## config.mk

```make
export PLATFORM = sky130hd
export DESIGN_NAME = evt_timer_core
export DESIGN_NICKNAME = d
export VERILOG_FILES = /design/src/rtl/evt_timer_pkg.sv /design/src/rtl/evt_freecount.sv /design/src/rtl/evt_oneshot.sv /design/src/rtl/evt_regread.sv /design/src/rtl/evt_timer_core.sv
export SDC_FILE = /design/constraint.sdc
export NUM_CORES = 1
export LEC_CHECK = 0
export ABC_CLOCK_PERIOD_IN_PS = 2700
export BUFFER_PORTS_ARGS = -buffer_cell sky130_fd_sc_hd__buf_2
export CAP_MARGIN = 20
export CORE_MARGIN = 8
export CORE_UTILIZATION = 60
export CTS_BUF_LIST = sky130_fd_sc_hd__clkbuf_8
export DETAILED_ROUTE_END_ITERATION = 10
export PLACE_DENSITY = 0.82
export REMOVE_ABC_BUFFERS = 1
export SLEW_MARGIN = 20
export SYNTH_ARGS = -nofsm -noshare
export SYNTH_HDL_FRONTEND = slang
export SYNTH_HIERARCHICAL = 1
export SYNTH_SLANG_ARGS = --single-unit
```

## constraint.sdc

```tcl
create_clock -name clk -period 2.7 [get_ports clk]
set_input_delay 0.675 -clock clk [delete_from_list [all_inputs] [get_ports clk]]
set_output_delay 0.675 -clock clk [all_outputs]
set_load 0.005 [all_outputs]
```

## src/rtl/evt_timer_pkg.sv

```systemverilog
package evt_timer_pkg;
   localparam int unsigned IDX_W    = 3;
   localparam logic [IDX_W-1:0] IX_CTRL = 3'd0;
   localparam logic [IDX_W-1:0] IX_STAT = 3'd1;
   localparam logic [IDX_W-1:0] IX_HIGH = 3'd2;
   localparam logic [IDX_W-1:0] IX_LOW  = 3'd3;
   localparam logic [IDX_W-1:0] IX_LOAD = 3'd4;
endpackage

```

## src/rtl/evt_freecount.sv

```systemverilog
module evt_freecount #(
   parameter int unsigned CNT_W = 56
) (
   input  logic             clk,
   input  logic             rst_n,
   output logic [CNT_W-1:0] cnt_o
);
   logic [CNT_W-1:0] cnt_q;

   always_ff @(posedge clk or negedge rst_n) begin
      if (!rst_n) cnt_q <= '0;
      else        cnt_q <= cnt_q + 1'b1;
   end

   assign cnt_o = cnt_q;

   p_cnt_step_r1: assert property (@(posedge clk) disable iff (!rst_n)
      1'b1 |=> cnt_q == $past(cnt_q) + 1'b1);
endmodule

```

## src/rtl/evt_oneshot.sv

```systemverilog
module evt_oneshot #(
   parameter int unsigned DELTA_W = 32
) (
   input  logic               clk,
   input  logic               rst_n,
   input  logic               ctrl_wr,
   input  logic               ctrl_en_val,
   input  logic               load_wr,
   input  logic [DELTA_W-1:0] load_val,
   input  logic               stat_clr,
   output logic               en_o,
   output logic               armed_o,
   output logic               pend_o,
   output logic [DELTA_W-1:0] remain_o
);
   logic               en_q, armed_q, pend_q, fire;
   logic [DELTA_W-1:0] remain_q;

   assign fire = en_q && armed_q && (remain_q == DELTA_W'(1)) && !load_wr;

   always_ff @(posedge clk or negedge rst_n) begin
      if (!rst_n)       en_q <= 1'b0;
      else if (ctrl_wr) en_q <= ctrl_en_val;
   end

   always_ff @(posedge clk or negedge rst_n) begin
      if (!rst_n) begin
         remain_q <= '0;
         armed_q  <= 1'b0;
      end else if (load_wr) begin
         remain_q <= load_val;
         armed_q  <= |load_val;
      end else if (en_q && armed_q) begin
         if (remain_q == DELTA_W'(1)) begin
            remain_q <= '0;
            armed_q  <= 1'b0;
         end else begin
            remain_q <= remain_q - 1'b1;
         end
      end
   end

   always_ff @(posedge clk or negedge rst_n) begin
      if (!rst_n)        pend_q <= 1'b0;
      else if (fire)     pend_q <= 1'b1;
      else if (stat_clr) pend_q <= 1'b0;
   end

   assign en_o     = en_q;
   assign armed_o  = armed_q;
   assign pend_o   = pend_q;
   assign remain_o = remain_q;

   p_fire_sets_pend_r3: assert property (@(posedge clk) disable iff (!rst_n)
      fire |=> pend_q);
   p_idle_after_fire_r5: assert property (@(posedge clk) disable iff (!rst_n)
      fire |=> (remain_q == '0) && !armed_q);
   p_freeze_when_off_r6: assert property (@(posedge clk) disable iff (!rst_n)
      (!en_q && !load_wr) |=> $stable(remain_q));
   p_clear_drops_pend_r7: assert property (@(posedge clk) disable iff (!rst_n)
      (stat_clr && !fire) |=> !pend_q);
   p_zero_load_disarms_r10: assert property (@(posedge clk) disable iff (!rst_n)
      (load_wr && load_val == '0) |=> !armed_q && !pend_q || !armed_q);
endmodule

```

## src/rtl/evt_regread.sv

```systemverilog
module evt_regread #(
   parameter int unsigned CNT_W   = 56,
   parameter int unsigned DATA_W  = 32,
   parameter int unsigned IDX_W   = 3
) (
   input  logic [IDX_W-1:0]  idx,
   input  logic [CNT_W-1:0]  cnt,
   input  logic              en,
   input  logic              armed,
   input  logic              pend,
   input  logic [DATA_W-1:0] remain,
   output logic [DATA_W-1:0] rdata
);
   import evt_timer_pkg::*;
   localparam int unsigned HI_W = CNT_W - DATA_W;

   logic [DATA_W-1:0] hi_word;

   generate
      if (HI_W == DATA_W) begin : g_hi_full
         assign hi_word = cnt[CNT_W-1:DATA_W];
      end else begin : g_hi_pad
         assign hi_word = {{(DATA_W-HI_W){1'b0}}, cnt[CNT_W-1:DATA_W]};
      end
   endgenerate

   always_comb begin
      rdata = '0;
      unique case (idx)
         IX_CTRL: rdata[0]   = en;
         IX_STAT: rdata[1:0] = {armed, pend};
         IX_HIGH: rdata      = hi_word;
         IX_LOW:  rdata      = cnt[DATA_W-1:0];
         IX_LOAD: rdata      = remain;
         default: rdata      = '0;
      endcase
   end
endmodule

```

## src/rtl/evt_timer_core.sv

```systemverilog
module evt_timer_core #(
   parameter int unsigned CNT_W  = 56,
   parameter int unsigned DATA_W = 32
) (
   input  logic                             clk,
   input  logic                             rst_n,
   input  logic                             reg_wr,
   input  logic [evt_timer_pkg::IDX_W-1:0]  reg_idx,
   input  logic [DATA_W-1:0]                reg_wdata,
   output logic [DATA_W-1:0]                reg_rdata,
   output logic                             evt_irq
);
   import evt_timer_pkg::*;

   generate
      if (CNT_W <= DATA_W || CNT_W > 2 * DATA_W) begin : g_bad_width
         $error("CNT_W must lie in (DATA_W, 2*DATA_W]");
      end
   endgenerate

   logic [CNT_W-1:0]  cnt;
   logic              en, armed, pend;
   logic [DATA_W-1:0] remain;
   logic              ctrl_wr, load_wr, stat_clr;

   assign ctrl_wr  = reg_wr && (reg_idx == IX_CTRL);
   assign load_wr  = reg_wr && (reg_idx == IX_LOAD);
   assign stat_clr = reg_wr && (reg_idx == IX_STAT) && !reg_wdata[0];

   evt_freecount #(.CNT_W(CNT_W)) u_count (
      .clk(clk), .rst_n(rst_n), .cnt_o(cnt)
   );

   evt_oneshot #(.DELTA_W(DATA_W)) u_shot (
      .clk(clk), .rst_n(rst_n),
      .ctrl_wr(ctrl_wr), .ctrl_en_val(reg_wdata[0]),
      .load_wr(load_wr), .load_val(reg_wdata),
      .stat_clr(stat_clr),
      .en_o(en), .armed_o(armed), .pend_o(pend), .remain_o(remain)
   );

   evt_regread #(.CNT_W(CNT_W), .DATA_W(DATA_W), .IDX_W(IDX_W)) u_read (
      .idx(reg_idx), .cnt(cnt), .en(en), .armed(armed), .pend(pend),
      .remain(remain), .rdata(reg_rdata)
   );

   assign evt_irq = pend;

   p_irq_held_r8: assert property (@(posedge clk) disable iff (!rst_n)
      (evt_irq && !stat_clr) |=> evt_irq);
endmodule

```

After elaboration in Yosys (flattened, before gate mapping)
Cells that the tools add are included.

Register bits: 91. Output and inout bits: 33. Input bits: 38.

Reduce and logical (&&, ||, !) cells: 15. $add $sub $neg: 2. Equal/unequal tests: 5. Mux-type cells: 11.

Operators with widths (count): $mux 32 (3); $pmux 30 s3 (1); $add 56x1->56 const B (1); $eq 32x1->1 const B (1); $reduce_or 32->1 (1); $sub 32x1->32 const B (1); $logic_and 1x1->1 (7); $eq 3x2->1 const B (2); $reduce_bool 2->1 (3); $mux 1 (5); $pmux 1 s5 (1); $pmux 1 s4 (1); $eq 3x1->1 const B (1); $eq 3x3->1 const B (1); $logic_not 3->1 (1); $logic_not 1->1 (2); $reduce_and 2->1 (1).

Depth between registers and ports, before layout
Gate-level depths: netlist of run 1.

Word-level depth: 5. Depth in mapped cells: 8. Mapped depth without buffers: 7.

Hierarchy
The synthesis of run 1 kept the hierarchy.

By module, submodules not included: evt_freecount (cells an instance 235, seq. area each 1401.3 um^2, area an instance 2560.0 um^2, times used 1); evt_oneshot (cells an instance 256, seq. area each 875.8 um^2, area an instance 2242.2 um^2, times used 1); evt_regread (cells an instance 96, seq. area each 0.0 um^2, area an instance 815.8 um^2, times used 1); evt_timer_core (cells an instance 4, seq. area each 0.0 um^2, area an instance 55.1 um^2, times used 1).

Least setup slack after synthesis of run 1
Ideal clock, no wire load.

Path kind: flip-flop to flip-flop. From: register u_shot.remain_q[24], in the netlist u_shot/remain_o[24]. To: register u_shot.remain_q[30], in the netlist u_shot/remain_o[30]. Cell stages (with the launch flop): 7. Library setup time: 128 ps. Slack: 530 ps. Period minus slack after synthesis: 2170 ps. Arrival time: 2042 ps. Cell sequence: dfrtp_1 -> or4_1 -> buf_2 -> or4_4 -> o41a_1 -> a31oi_1 -> o21ai_1.

Cells in the longest elaborated chain, start to end: 4. Elaborated cells on any way between the ends: 5. Those cells by class: 1 x add/sub; 1 x eq/ne; 3 x mux.

RTL lines: from (decl) (RTL line evt_oneshot.sv:17) `logic [DELTA_W-1:0] remain_q;`; from (signal assigned) (RTL line evt_oneshot.sv:31) `remain_q <= load_val;`; from (signal assigned) (RTL line evt_oneshot.sv:38) `remain_q <= remain_q - 1'b1;`; $sub 32x1->32 / $eq 32x1->1 (equally long branches) (RTL line evt_oneshot.sv:38, evt_oneshot.sv:34); $mux 32 (*) (RTL line evt_oneshot.sv:34) `if (remain_q == DELTA_W'(1)) begin`; $mux 32 (*) (RTL line evt_oneshot.sv:33) `end else if (en_q && armed_q) begin`; $mux 32 (*) (RTL line evt_oneshot.sv:30) `end else if (load_wr) begin`.

Mark *: on every way between the ends. The rest lies on a longest branch, timed or not. The select of a mux whose other input is x is not followed. A chain may end at the register's enable or synchronous reset.

Worst setup path in the final report of run 1
From: input port reg_idx[0] (netlist bit). To: output port reg_rdata[19].

Cells in the longest elaborated chain, start to end: 2. Elaborated cells on any way between the ends: 4. Those cells by class: 3 x eq/ne; 1 x mux.

RTL lines: from (decl) (RTL line evt_timer_core.sv:8) `input logic [evt_timer_pkg::IDX_W-1:0] reg_idx,`; $eq 3x3->1 / $eq 3x2->1 (equally long branches) (RTL line evt_regread.sv:29) `unique case (idx)`; $pmux 30 s3 (*) (RTL line evt_regread.sv:29); to (decl) (RTL line evt_timer_core.sv:10) `output logic [DATA_W-1:0] reg_rdata,`.

Mark *: on every way between the ends. The rest lies on a longest branch, timed or not.

==> results of run 1 <==
==> routing by layer <==
layer | track usage (%) | vias up | part of all wire [%]
li1 | - | 2342 | -
met1 | 30.6 | 2443 | 40
met2 | 42.2 | 226 | 50
met3 | 6.07 | 38 | 7.4
met4 | 10.2 | 0 | 2.7
met5 | 0 | - | 0
==> cell type report <==
| type | instances | area, sq um | share of cell area (%) |
|---|---|---|---|
| antenna | 1 | 2.50 | 0.0390 |
| sequential | 91 | 2280 | 35.5 |
| clock buffer | 9 | 124 | 1.93 |
| clock inverter | 7 | 62.6 | 0.974 |
| inverter | 18 | 67.6 | 1.05 |
| tap | 111 | 139 | 2.16 |
| multi-input combinational | 456 | 3150 | 49.1 |
| timing repair buffer | 101 | 598 | 9.31 |
==> worst register-to-register path: cells and delay by family (launching register included) <==
kind	cells	cell delay, ns
and+or+nand+nor	3	1.35
buffers and inverters	1	0.20
AOI/OAI and AO/OA	2	0.32
DFF	1	0.44
==> per-stage QoR <==
stage	hold WS [ns]	utilization [%]	TNS, ns	instances
floorplan	0.379	-	-17.15	565
global placement	0.473	67.8	0	777
detailed placement	0.477	67.8	0	777
CTS	0.262	69.8	0	793
global route	0.273	69.8	0	794
finish	0.252	69.8	0	794
==> state kept, by name (all words and copies together), names as in the netlist <==
| signal | cells |
|---|---|
| u_count/cnt_o | 56 |
| u_shot/remain_o | 32 |
| u_shot/armed_o | 1 |
| u_shot/en_o | 1 |
| u_shot/pend_o | 1 |
==> cell families after synthesis <==
logic type | Yosys count | synth area share [%]
flip-flops | 91 | 40.1
buffers and inverters | 44 | 4.41
AND/OR/NAND/NOR | 258 | 26.6
AO/OA/AOI/OAI | 99 | 12.7
XOR/XNOR | 68 | 10.5
adder cells (fa/ha/maj) | 3 | 0.662
multiplexers | 28 | 4.98
==> power groups by stage <==
| stage | Sequential [mW] | Combinational [mW] | Clock (mW) |
|---|---|---|---|
| finish | 1.75 | 0.780 | 0.903 |
| global route | 1.78 | 0.855 | 0.976 |
| CTS | 1.75 | 0.777 | 0.924 |
| detailed placement | 1.77 | 0.777 | 0 |
| global placement | 1.77 | 0.753 | 0 |
| floorplan | 1.72 | 0.484 | 0 |
==> placed cells by master (no fill, tap or decap), types with 13 or more instances in the layout <==
cell      n
buf_4    31
buf_2    69
dfrtp_1  91
o21ai_2  20
xnor2_1  38
nor2_1   30
inv_1    21
nor4_1   31
nor3_1   18
nand2_1  55
nand2_2  20
mux2i_1  26
nand3_1  32
nand4_1  13
o21ai_1  20
xor2_1   30
==> path summary, 6_finish.rpt <==
check,slack (ns),endpoint,startpoint,cells past startpoint
worst min register to register,0.49,u_count/cnt_o[55]$_DFF_PN0_,u_count/cnt_o[55]$_DFF_PN0_,1
worst max register to register,0.27,u_shot/remain_o[12]$_DFFE_PN0P_,u_shot/remain_o[25]$_DFFE_PN0P_,6
max in group asynchronous,1.77,u_count/cnt_o[49]$_DFF_PN0_,rst_n,2
worst max-delay path,0.20,reg_rdata[19],reg_idx[0],5
min in group clk,0.49,u_count/cnt_o[55]$_DFF_PN0_,u_count/cnt_o[55]$_DFF_PN0_,1
worst min-delay path,0.25,u_shot/remain_o[23]$_DFFE_PN0P_,rst_n,1
==> impl_metrics.toml, run 1 <==
[yosys]
synth_most_common_cell = "dfrtp_1"
synthFlopType = "dfrtp_1"
ys_top_cells_by_area = "dfrtp_1 40%, xnor2_1 5.9%, xor2_1 4.6%"
async_flop_share_pct = 100
synth_area_leader_cell = "dfrtp_1"
synth_top_area_share_pct = 40.1
synth-seq-cells = 91
syn_avg_cell_area_sq_um = 9.60
synth_edf_count = 0
ys_types = 70
netlist_instances = 591
yosysWarnings = 6
seq_area_frac_synth_pct = 40.1
netlist_top_cells_count = "91 x dfrtp_1, 55 x nand2_1, 38 x xnor2_1"
syn_area_sq_um = 5670

[pwr]
leakage_nw = 2.80
internal_power_mw = 2.27
p_sw_mw = 1.17
p_sw_share_pct = 33.9
p_per_area_nw_per_um2 = 535
pwr-share-seq_pct = 51.0
clkPwrFrac_pct = 26.3
power_mw = 3.43
pwr-share-comb_pct = 22.7
ir_drop_mv = 0.368

[cells_and_area]
syn2layout_area_growth_pct = 13.2
drive_gt1_share_pct = 26.1
fill_cells = 706
design_area_sq_um = 6420
final_nets = 718

[routing]
drc = 0
drtIter0Drc = 514
detail-route-antenna-nets = 0
wl_per_cell_microns = 19.7
routed-via-count = 5049
vias_per_cell = 6.36
wl_mm = 15.6
drt_first_pass_iters = 7

[timing]
relSlewSlack_pct = 47.7
maxSlewViolCount = 0
hold_viol = 0
clock_skew_ns = 0.00720
worstMarginPinSlew_ns = 0.777
period_share_pct = 92.7
setup_viol = 0
grt_setup_unrepaired = "no"
max_freq_ghz = 0.400
setup_slack_ns = 0.197
period_minus_slack_ns = 2.50

[critical_path]
cp.required_ns = 2.03
path_delay_family = "buffers and inverters"
crit_type = "in -> out"
end_kind = "output pin"
cpPeakStageDelay_ns = 0.34
crit_fanout = 13
cp_common_cell = "buf_2"
critPathBufInv = 3
slowest_stage = "mux2i_1"
crit_chain = "buf_2 > buf_4 > mux2i_1 > o21ai_2 > buf_2"
arrival_ns = 1.83
startpoint_type = "input port"

[die]
die_area_sq_um = 12800
initial_core_util_pct = 61.7
dieWidth_microns = 113
rows = 35
coreArea_sq_um = 9200
ios = 71
die_y_microns = 113

[run]
maxCapViolCount = 0

[place]
port_buffers = 70
post_dp_cell_area_sq_um = 6230
gp_congestion = 0.976
hpwl_mm = 11.8
pre_cts_ws_ns = 0.229

[global_routing]
gr-usage-all-layers_pct = 25.2
grt_pass1_wl_mm = 26.0
antenna_found_initial = 1
grt_overflow = 0
grt_pass1_vias = 5096
grt_max_degree = 59

[cts]
holdBufCountCts = 0
numCtsBuffers = 9
cts_resized = 0
cts_sinks = 91
cts_root_buf = "clkbuf_8"
postCtsSetupRepairBufs = 0
clk_pin_slew_worst_paths_ns = 0.08
cts.path.max_buffers = 2
cts_tree = "built"
clkLatencyLatePin_ns = 0.38
htree_levels = 3

[min_path]
hold_path.class = "in -> async"

[run_status]
status = "finished clean"
Note: power is estimated with default switching activity, not from simulation.
==> inputs of run 2 (changes only) <==
PLACE_DENSITY = 0.93   (was 0.82)
==> run 2 against run 1 <==
Compared with the run above:
- setup slack got worse by 0.058 ns
- total power increased by 1.2%
- die area stayed put
- sequential power barely moved
- global-route usage grew 0.99 points
- clock skew grew 0.0012 ns
- first-iteration DRC count grew 14%
- utilization fell by 0.19 points
- non-clock buffer count decreased by 7
- largest power group unchanged
==> impl_metrics.toml, run 2 (same netlist as run 1, synthesis figures left out) <==
[timing]
period_share_pct = 94.8
setup_viol = 0
hold_viol = 0
setup_slack_ns = 0.139
maxSlewViolCount = 0
max_freq_ghz = 0.391
relSlewSlack_pct = 53.2
period_minus_slack_ns = 2.56
worstMarginPinSlew_ns = 0.696
clock_skew_ns = 0.00839
grt_setup_unrepaired = "no"

[critical_path]
end_kind = "flop"
cp.required_ns = 2.97
path_delay_family = "simple AND/OR/NAND/NOR gates"
critPathBufInv = 1
startpoint_type = "flop"
r2r_cells = 6
worst-path-stages = 6
crit_type = "reg -> reg"
cpPeakStageDelay_ns = 0.56
arrival_ns = 2.83
crit_fanout = 8
slowest_stage = "nor4_1"
crit_chain = "nor4_4 > nand4_1 > nor4_1 > buf_4 > a311oi_1 > a221oi_1"

[cells_and_area]
final_common_cell = "dfrtp_1"
drive_gt1_share_pct = 25.8
final_nets = 711
largest_register_ffs = 56
fill_cells = 630
fin_util_pct = 69.6
final_cell_mix = "91 x dfrtp_1, 69 x buf_2, 55 x nand2_1, 38 x xnor2_1, 32 x nand3_1"
syn2layout_area_growth_pct = 12.9
final_cells = 787

[cts]
cts_root_buf = "clkbuf_8"
cts_tree = "built"
clk_pin_slew_worst_paths_ns = 0.10
postCtsSetupRepairBufs = 0
cts_sinks = 91
cts_resized = 0
clkLatencyLatePin_ns = 0.38
numCtsBuffers = 9
holdBufCountCts = 0
htree_levels = 3
cts.path.max_buffers = 2

[pwr]
power_mw = 3.48
p_sw_share_pct = 36.6
p_sw_mw = 1.27
leakage_nw = 2.77
pwr-share-seq_pct = 51.3
pwr-share-comb_pct = 22.7
clkPwrFrac_pct = 26.0
internal_power_mw = 2.20
ir_drop_mv = 0.429
p_per_area_nw_per_um2 = 543

[die]
die_area_sq_um = 12800
initial_core_util_pct = 61.7
ios = 71
coreArea_sq_um = 9200
rows = 35
dieWidth_microns = 113
die_y_microns = 113

[routing]
drtIter0Drc = 584
routed-via-count = 5285
vias_per_cell = 6.72
drc = 0
drt_first_pass_iters = 6
wl_mm = 16.6
detail-route-antenna-nets = 0
wl_per_cell_microns = 21.0

[place]
dp_cells = 770
port_buffers = 70
gp_congestion = 0.953
pre_cts_ws_ns = 0.276
hpwl_mm = 12.4

[global_routing]
grt_overflow = 0
antenna_found_initial = 1
gr-usage-all-layers_pct = 26.2
grt_pass1_vias = 5193
grt_pass1_wl_mm = 27.2
grt_max_degree = 51

[min_path]
hold_path.class = "in -> async"

[run_status]
status = "finished clean"

[run]
maxCapViolCount = 0
run 2: cell types whose count changed in the layout (fill, tap and decap cells not counted):
| cell | before | now |
|---|---|---|
| inv_8 | 0 | 2 |
| buf_4 | 31 | 21 |
| inv_1 | 21 | 18 |
| bufinv_16 | 1 | 0 |
| clkinv_4 | 1 | 0 |
| inv_6 | 0 | 2 |
| clkinvlp_4 | 1 | 2 |
| buf_12 | 1 | 4 |
run 2: metal layers:
metal	up-vias	track usage [%]	share of wire, %
li1	2329	-	-
met4	0	12.9	4.3
met3	68	5.22	8.7
met2	332	43.5	48
met1	2556	31.9	39
met5	-	0	0
run 2: path summary, 6_finish.rpt:
kind                                                   endpoint  slack (ns)                      startpoint
worst max-delay path            u_shot/remain_o[25]$_DFFE_PN0P_        0.14  u_shot/remain_o[4]$_DFFE_PN0P_
worst max register to register  u_shot/remain_o[25]$_DFFE_PN0P_        0.14  u_shot/remain_o[4]$_DFFE_PN0P_
worst min-delay path            u_shot/remain_o[19]$_DFFE_PN0P_        0.27                           rst_n
worst min register to register      u_count/cnt_o[55]$_DFF_PN0_        0.50     u_count/cnt_o[55]$_DFF_PN0_
max in group asynchronous            u_count/cnt_o[6]$_DFF_PN0_        1.77                           rst_n
min in group clk                    u_count/cnt_o[55]$_DFF_PN0_        0.50     u_count/cnt_o[55]$_DFF_PN0_
run 2: stage by stage:
step           hold WS [ns]  TNS, ns  cell area, sq um
6_report              0.269        0              6400
5_1_grt               0.303        0              6400
4_1_cts               0.282        0              6400
3_5_place_dp          0.486        0              6220
3_3_place_gp          0.465        0              6220
2_1_floorplan         0.379   -17.15              5490
run 2: area by class of cell:
cell class	instances	area, sq um	area share [%]
antenna	1	2.50	0.0391
timing repair buffer	94	583	9.10
sequential	91	2280	35.6
tap	111	139	2.17
clock buffer	9	124	1.93
inverter	18	67.6	1.05
multi-input combinational	456	3150	49.2
clock inverter	7	60.1	0.938
run 2: power groups by stage:
stage	clock [mW]	combinational (mW)	sequential, mW
after global routing	0.978	0.849	1.80
after detailed placement	0	0.767	1.79
final	0.905	0.788	1.78
after floorplan	0	0.484	1.72
after global placement	0	0.743	1.79
after CTS	0.917	0.772	1.77
run 2: worst reg2reg max path: cells and delay by family (launching register included):
kind / cells / cell delay (ns)
buffers and inverters: 1 / 0.22
AO/OA/AOI/OAI: 2 / 0.32
flip-flops: 1 / 0.49
AND/OR/NAND/NOR: 3 / 1.43
